==> config.mk <==
export PLATFORM = sky130hd
export DESIGN_NAME = refresh_sched
export DESIGN_NICKNAME = d
export VERILOG_FILES = /design/src/rtl/refsched_pkg.sv /design/src/rtl/refsched_timer.sv /design/src/rtl/refsched_pend.sv /design/src/rtl/refsched_rowctr.sv /design/src/rtl/refsched_arb.sv /design/src/rtl/refresh_sched.sv
export SDC_FILE = /design/constraint.sdc
export NUM_CORES = 1
export LEC_CHECK = 0
export BUFFER_PORTS_ARGS = -buffer_cell sky130_fd_sc_hd__buf_2
export CAP_MARGIN = 0
export CELL_PAD_IN_SITES_DETAIL_PLACEMENT = 1
export CELL_PAD_IN_SITES_GLOBAL_PLACEMENT = 2
export CORE_AREA = 2 2 91 137
export CTS_CLUSTER_DIAMETER = 60
export DETAILED_ROUTE_END_ITERATION = 8
export DIE_AREA = 0 0 93 139
export GPL_TIMING_DRIVEN = 0
export HOLD_SLACK_MARGIN = 0.1
export PLACE_DENSITY = 0.77
export SLEW_MARGIN = 20
export SYNTH_ARGS = -nofsm -noshare
export SYNTH_HDL_FRONTEND = slang
export SYNTH_SLANG_ARGS = --single-unit
export TNS_END_PERCENT = 1
==> constraint.sdc <==
create_clock -name clk -period 4.2 [get_ports clk]
set_input_delay 0.84 -clock clk [delete_from_list [all_inputs] [get_ports clk]]
set_output_delay 0.84 -clock clk [all_outputs]
set_load 0.01 [all_outputs]
==> src/rtl/refsched_pkg.sv <==
// Shared types of the refresh scheduler.
// Assumes: the command code is decoded by the array side as given here.
package refsched_pkg;
    typedef enum logic [1:0] {
        CMD_NOP     = 2'd0,
        CMD_READ    = 2'd1,
        CMD_WRITE   = 2'd2,
        CMD_REFRESH = 2'd3
    } dram_cmd_e;

    typedef enum logic [1:0] {
        ST_IDLE = 2'd0,
        ST_USER = 2'd1,
        ST_REF  = 2'd2
    } arb_state_e;
endpackage

==> src/rtl/refsched_timer.sv <==
// Free-running interval timer: pulses tick once every TICK_CYCLES cycles.
// Assumes: TICK_CYCLES >= 2; the count restarts from zero on reset.
module refsched_timer #(
    parameter int TICK_CYCLES = 305
) (
    input  logic clk,
    input  logic rst_n,
    output logic tick
);
    localparam int CNT_W = $clog2(TICK_CYCLES + 1);
    localparam logic [CNT_W-1:0] LAST = CNT_W'(TICK_CYCLES - 1);

    logic [CNT_W-1:0] cnt;

    assign tick = (cnt == LAST);

    // Count cycles and wrap at the end of each interval.
    always_ff @(posedge clk) begin
        if (!rst_n)    cnt <= '0;
        else if (tick) cnt <= '0;
        else           cnt <= cnt + 1'b1;
    end
endmodule

==> src/rtl/refsched_pend.sv <==
// Pending-refresh counter: adds a demand per tick, removes one per issued
// refresh, and saturates at MAX_PEND.
// Assumes: take is raised only while the count is non-zero.
module refsched_pend #(
    parameter int MAX_PEND = 8
) (
    input  logic                            clk,
    input  logic                            rst_n,
    input  logic                            tick,
    input  logic                            take,
    output logic [$clog2(MAX_PEND+1)-1:0]   count,
    output logic                            nonzero
);
    localparam int PEND_W = $clog2(MAX_PEND + 1);

    logic [PEND_W:0] sum;
    logic [PEND_W-1:0] count_nxt;

    // Form count + tick - take and clamp to the ceiling.
    always_comb begin
        sum = {1'b0, count} + (PEND_W+1)'(tick) - (PEND_W+1)'(take);
        if (sum > (PEND_W+1)'(MAX_PEND)) count_nxt = PEND_W'(MAX_PEND);
        else                             count_nxt = sum[PEND_W-1:0];
    end

    // Register the pending count.
    always_ff @(posedge clk) begin
        if (!rst_n) count <= '0;
        else        count <= count_nxt;
    end

    assign nonzero = (count != '0);

    p_pend_limit_r3: assert property (@(posedge clk) disable iff (!rst_n)
        count <= PEND_W'(MAX_PEND));

    p_pend_step_r3: assert property (@(posedge clk) disable iff (!rst_n)
        (tick && !take && count != PEND_W'(MAX_PEND)) |=> (count == $past(count) + 1'b1));
endmodule

==> src/rtl/refsched_rowctr.sv <==
// Refresh row pointer: moves to the next row when a refresh completes and
// wraps at the top of the row space.
// Assumes: the row space is a power of two (2^ROW_W rows).
module refsched_rowctr #(
    parameter int ROW_W = 14
) (
    input  logic             clk,
    input  logic             rst_n,
    input  logic             step,
    output logic [ROW_W-1:0] row
);
    // Advance the pointer after each completed refresh.
    always_ff @(posedge clk) begin
        if (!rst_n)    row <= '0;
        else if (step) row <= row + 1'b1;
    end

    p_row_step_r8: assert property (@(posedge clk) disable iff (!rst_n)
        (row != $past(row)) |-> (row == ROW_W'($past(row) + 1'b1)));
endmodule

==> src/rtl/refsched_arb.sv <==
// Array arbiter: from an idle array it starts a refresh when one is pending,
// otherwise it grants a user request. It then holds the array for the
// duration of the operation.
// Assumes: operations are never aborted; REF_CYCLES and ACC_CYCLES >= 1.
module refsched_arb
    import refsched_pkg::*;
#(
    parameter int ROW_W      = 14,
    parameter int COL_W      = 11,
    parameter int REF_CYCLES = 10,
    parameter int ACC_CYCLES = 4
) (
    input  logic             clk,
    input  logic             rst_n,
    input  logic             req_valid,
    input  logic             req_write,
    input  logic [ROW_W-1:0] req_row,
    input  logic [COL_W-1:0] req_col,
    input  logic             pend_nonzero,
    input  logic [ROW_W-1:0] ref_row,
    output logic             grant,
    output dram_cmd_e        cmd,
    output logic [ROW_W-1:0] cmd_row,
    output logic [COL_W-1:0] cmd_col,
    output logic             busy,
    output logic             ref_active,
    output logic             ref_issue,
    output logic             ref_done
);
    localparam int MAX_DUR = (REF_CYCLES > ACC_CYCLES) ? REF_CYCLES : ACC_CYCLES;
    localparam int DUR_W   = $clog2(MAX_DUR + 1);

    arb_state_e       state;
    logic [DUR_W-1:0] rem;

    // Choose this cycle's command from an idle array.
    always_comb begin
        grant     = 1'b0;
        ref_issue = 1'b0;
        cmd       = CMD_NOP;
        cmd_row   = '0;
        cmd_col   = '0;
        if (state == ST_IDLE) begin
            if (pend_nonzero) begin
                ref_issue = 1'b1;
                cmd       = CMD_REFRESH;
                cmd_row   = ref_row;
            end else if (req_valid) begin
                grant   = 1'b1;
                cmd     = req_write ? CMD_WRITE : CMD_READ;
                cmd_row = req_row;
                cmd_col = req_col;
            end
        end
    end

    assign busy       = (state != ST_IDLE);
    assign ref_active = (state == ST_REF);
    assign ref_done   = (state == ST_REF) && (rem == '0);

    // Hold the array for the operation length, then return to idle.
    always_ff @(posedge clk) begin
        if (!rst_n) begin
            state <= ST_IDLE;
            rem   <= '0;
        end else begin
            case (state)
                ST_IDLE: begin
                    if (ref_issue) begin
                        state <= ST_REF;
                        rem   <= DUR_W'(REF_CYCLES - 1);
                    end else if (grant) begin
                        state <= ST_USER;
                        rem   <= DUR_W'(ACC_CYCLES - 1);
                    end
                end
                default: begin
                    if (rem == '0) state <= ST_IDLE;
                    else           rem   <= rem - 1'b1;
                end
            endcase
        end
    end

    p_no_grant_busy_r5: assert property (@(posedge clk) disable iff (!rst_n)
        busy |-> !grant);

    p_ref_holds_r7: assert property (@(posedge clk) disable iff (!rst_n)
        ref_issue |=> (busy && ref_active));

    p_user_holds_r7: assert property (@(posedge clk) disable iff (!rst_n)
        grant |=> (busy && !ref_active));
endmodule

==> src/rtl/refresh_sched.sv <==
// DRAM row refresh scheduler top: interval timer, pending counter, row
// pointer and arbiter, plus the total of cycles spent refreshing.
// Assumes: one requester; commands are single-cycle pulses decoded by the array.
module refresh_sched
    import refsched_pkg::*;
#(
    parameter int ROW_W       = 14,
    parameter int COL_W       = 11,
    parameter int TICK_CYCLES = 305,
    parameter int REF_CYCLES  = 10,
    parameter int ACC_CYCLES  = 4,
    parameter int MAX_PEND    = 8,
    parameter int CYC_W       = 32
) (
    input  logic                          clk,
    input  logic                          rst_n,
    input  logic                          req_valid,
    input  logic                          req_write,
    input  logic [ROW_W-1:0]              req_row,
    input  logic [COL_W-1:0]              req_col,
    output logic                          req_grant,
    output logic [1:0]                    dram_cmd,
    output logic [ROW_W-1:0]              dram_row,
    output logic [COL_W-1:0]              dram_col,
    output logic                          array_busy,
    output logic [$clog2(MAX_PEND+1)-1:0] pend_count,
    output logic [ROW_W-1:0]              next_row,
    output logic [CYC_W-1:0]              refresh_cycles
);
    logic      tick;
    logic      pend_nz;
    logic      ref_issue;
    logic      ref_done;
    logic      ref_active;
    dram_cmd_e cmd;

    refsched_timer #(.TICK_CYCLES(TICK_CYCLES)) u_timer (
        .clk   (clk),
        .rst_n (rst_n),
        .tick  (tick)
    );

    refsched_pend #(.MAX_PEND(MAX_PEND)) u_pend (
        .clk     (clk),
        .rst_n   (rst_n),
        .tick    (tick),
        .take    (ref_issue),
        .count   (pend_count),
        .nonzero (pend_nz)
    );

    refsched_rowctr #(.ROW_W(ROW_W)) u_rowctr (
        .clk   (clk),
        .rst_n (rst_n),
        .step  (ref_done),
        .row   (next_row)
    );

    refsched_arb #(
        .ROW_W      (ROW_W),
        .COL_W      (COL_W),
        .REF_CYCLES (REF_CYCLES),
        .ACC_CYCLES (ACC_CYCLES)
    ) u_arb (
        .clk          (clk),
        .rst_n        (rst_n),
        .req_valid    (req_valid),
        .req_write    (req_write),
        .req_row      (req_row),
        .req_col      (req_col),
        .pend_nonzero (pend_nz),
        .ref_row      (next_row),
        .grant        (req_grant),
        .cmd          (cmd),
        .cmd_row      (dram_row),
        .cmd_col      (dram_col),
        .busy         (array_busy),
        .ref_active   (ref_active),
        .ref_issue    (ref_issue),
        .ref_done     (ref_done)
    );

    assign dram_cmd = cmd;

    // Accumulate every cycle the array spends refreshing.
    always_ff @(posedge clk) begin
        if (!rst_n)          refresh_cycles <= '0;
        else if (ref_active) refresh_cycles <= refresh_cycles + 1'b1;
    end

    p_cost_hold_r9: assert property (@(posedge clk) disable iff (!rst_n)
        !$past(ref_active) |-> $stable(refresh_cycles));

    p_grant_clear_r6: assert property (@(posedge clk) disable iff (!rst_n)
        req_grant |-> (pend_count == '0));

    p_ref_row_r4: assert property (@(posedge clk) disable iff (!rst_n)
        (dram_cmd == 2'd3) |-> (dram_row == next_row && !array_busy));
endmodule

==> impl_metrics.py <==
metrics = {
    "yosys": {
        "synth_top_area_share_pct": 39.0,
        "ys_warn_count": 0,
        "ys_ff_latch": 65,
        "syn_inst": 391,
        "ys.flop_type": "dfxtp_1",
        "async_reset_ff_share_pct": 0,
        "synth_edf_count": 0,
        "synth_seq_area_share_pct": 39.0,
        "synth_top_cell_by_area": "dfxtp_1",
        "avgSynthCellArea_um2": 8.53,
        "syn_area_mm2": 0.00334,
        "synth.net_count": 433,
        "yosysUniqueCellTypes": 47,
        "synth_area_leaders": "dfxtp_1, xnor2_1, nor2_1, xor2_1, ha_1",
    },
    "route": {
        "met3_length_um": 503,
        "vias": 3233,
        "vias_per_cell": 4.85,
        "drt_wl_total_mm": 9.57,
        "drc": 0,
        "dr.pass1.iters": 4,
        "ant_nets": 0,
        "dr_wl_met2_mm": 5.13,
        "drt-wirelength-per-cell_um": 14.4,
        "drt_iter0_drc": 55,
        "met1Wirelength_mm": 3.80,
        "top_layer_used": "met4",
    },
    "outcome": {
        "status": "completed",
    },
    "place": {
        "place_hpwl_mm": 7.46,
        "numPortBuffers": 107,
        "pre_cts_ws_ns": 0.260,
        "place_congestion": 0.742,
    },
    "die": {
        "start_util_pct": 28.3,
        "die_area_mm2": 0.0129,
        "num_rows": 49,
        "ios": 108,
        "die_y_um": 139,
        "die_x_um": 93,
        "core_mm2": 0.0118,
    },
    "job": {
        "drv_cap": 0,
    },
    "grt": {
        "globalRoute.totalOverflow": 0,
        "grt_max_degree": 11,
        "grt_first_pass_wirelength_mm": 16.1,
        "antenna_found_initial": 0,
        "grt_pass1_vias": 3364,
        "track_usage_pct": 15.4,
    },
    "layout": {
        "regArea_mm2": 0.00130,
        "final_cell_mix": "buf_2, dfxtp_1, nor2_1",
        "syn_to_final_growth_pct": 31.3,
        "nets": 551,
        "nFillCells": 1466,
        "multi_input_area_mm2": 0.00189,
        "fin_util_pct": 37.2,
        "drive_above_1_share_pct": 27.6,
        "diodes": 0,
        "final_common_cell": "buf_2",
    },
    "critical_path": {
        "reg2reg_depth": 14,
        "max_stage_delay_ns": 0.40,
        "crit_cells": 14,
        "worstSetupStartpointType": "flop",
        "cp.arrival_ns": 3.92,
        "crit_path_top_delay_cell": "fa_1",
        "crit_required_ns": 4.42,
        "reg2reg_slack_ns": 0.50,
        "worstReg2RegStart": "u_arb.state[0]",
        "crit_fanout": 10,
        "cp.buffers_inverters": 4,
        "critPathMostFrequentCell": "inv_1",
        "crit_family": "simple AND/OR/NAND/NOR gates",
        "endpoint_kind": "flop",
        "r2r_end": "u_pend.count[2]",
        "crit_type": "flop to flop",
        "crit_chain": "nor2_2 -> inv_1 -> nor2_2 -> buf_2 -> ha_1 -> inv_1 -> ha_1 -> inv_1 -> fa_1 -> nand2b_1 -> a221oi_1 -> a31oi_1 -> o22a_1 -> nor4_1",
    },
    "hold_path": {
        "hold_path_startpoint": "u_timer.cnt[0]",
        "min_path_cells": 1,
        "hold_path_end": "u_timer.cnt[0]",
        "hp-class": "flop to flop",
    },
    "clocking": {
        "insertion_delay_ns": 0.33,
        "cts_setup_buffers": 0,
        "cts_sinks": 65,
        "tritoncts": "done",
        "htreeDepth": 3,
        "cts-root-buf": "clkbuf_16",
        "cts-buffers-inserted": 9,
        "cts.clk_slew.worst_paths_ns": 0.05,
        "cts.path.max_buffers": 2,
    },
    "power": {
        "power_w": 0.00253,
        "p_per_area_mw_per_mm2": 578,
        "leakagePower_nw": 1.92,
        "vdd_ir_drop_max_v": 0.000228,
    },
    "sta": {
        "rsz0062_at_grt": "no",
        "max_freq_mhz": 270,
        "finalSetupTns_ns": 0,
        "setup_slack_ns": 0.499,
        "setup-violations-final": 0,
        "worst_pin_slew_ns": 0.569,
        "slew_headroom_pct": 61.9,
        "finClkSkew_ns": 0.00500,
        "period_share_pct": 88.1,
        "min_period_ns": 3.70,
        "drv_slew": 0,
        "finalHoldViolCount": 0,
    },
}
==> synth_stat cells, drive strengths merged (2+ instances only) <==
master,count
nand2,22
nand4,10
nor4,13
o21ai,6
inv,21
o22ai,2
xor2,18
and2,11
nor2b,4
dfxtp,65
and3,13
and4,4
nor2,61
buf,6
nand3,17
a31oi,2
or3,7
xnor2,27
nor3b,3
nor3,9
ha,12
a22o,14
or4,2
clkbuf,10
nand2b,3
a21oi,16
==> sequential cells by signal (all words and copies together) (netlist names) <==
| signal | cells |
|---|---|
| refresh_cycles | 32 |
| u_rowctr.row | 14 |
| u_timer.cnt | 9 |
| u_arb.rem | 4 |
| u_pend.count | 4 |
| u_arb.state | 2 |
==> cell type report <==
| type | count | share of cell area [%] |
|---|---|---|
| clock inverters | 2 | 0.800 |
| flip-flops and latches | 65 | 29.7 |
| clock buffers | 14 | 6.26 |
| inverters | 21 | 1.80 |
| well taps | 153 | 4.37 |
| multi-input cells | 289 | 43.2 |
| plain buffers | 16 | 1.69 |
| repair buffers | 107 | 12.2 |
==> per-stage QoR <==
stage	std cells	cell area (µm²)	hold slack, ns
6_report	667	4380	0.481
3_5_place_dp	651	4060	0.462
5_1_grt	667	4380	0.517
2_1_floorplan	391	3340	0.426
4_1_cts	667	4370	0.493
3_3_place_gp	651	4060	0.439
==> cells by family (layout without fill, tap and decap cells) <==
| logic type | after synthesis | in the layout | synth area share [%] |
|---|---|---|---|
| AND/OR/NAND/NOR | 182 | 182 | 29.5 |
| buffers and inverters | 37 | 160 | 4.57 |
| multiplexers | 1 | 1 | 0.300 |
| flip-flops | 65 | 65 | 39.0 |
| XOR/XNOR | 45 | 45 | 11.8 |
| AO/OA/AOI/OAI | 48 | 48 | 9.75 |
| adder cells (fa/ha/maj) | 13 | 13 | 5.10 |
==> report_power, final <==
| part | internal (W) | switching, W | total, W |
|---|---|---|---|
| clock network | 0.000507 | 0.000260 | 0.000767 |
| registers | 0.000671 | 0.0000639 | 0.000735 |
| logic | 0.000423 | 0.000607 | 0.00103 |
| total | 0.00160 | 0.000930 | 0.00253 |
==> metal layers <==
layer | vias to the layer above | track usage, %
met5 | - | 0
met4 | 0 | 5.19
met3 | 11 | 3.86
met2 | 87 | 28.6
met1 | 1546 | 16.7
li1 | 1589 | -
==> worst reg2reg max path, stage by stage (launching register included) <==
cell and delay [ns]:
dfxtp_1 0.34, nor2_2 0.34, inv_1 0.23, nor2_2 0.36, buf_2 0.33, ha_1 0.27
inv_1 0.05, ha_1 0.17, inv_1 0.06, fa_1 0.40, nand2b_1 0.18, a221oi_1 0.26
a31oi_1 0.10, o22a_1 0.23, nor4_1 0.27
==> worst max path at each step <==
stage	endpoint	slack, ns	from
2_1_floorplan	u_pend.count[2]	1.00	u_pend.count[3]
3_3_place_gp	u_pend.count[2]	0.34	u_pend.count[3]
3_5_place_dp	u_pend.count[2]	0.26	u_pend.count[3]
4_1_cts	u_pend.count[2]	0.22	u_pend.count[3]
5_1_grt	u_pend.count[2]	0.16	u_arb.state[0]
6_report	u_pend.count[2]	0.50	u_arb.state[0]
==> what timing repair did <==
action,in CTS,in global routing
gates resized for setup,0,2
setup endpoints to repair,0,1
hold buffers,0,0
(Power assumes the default switching activity.)
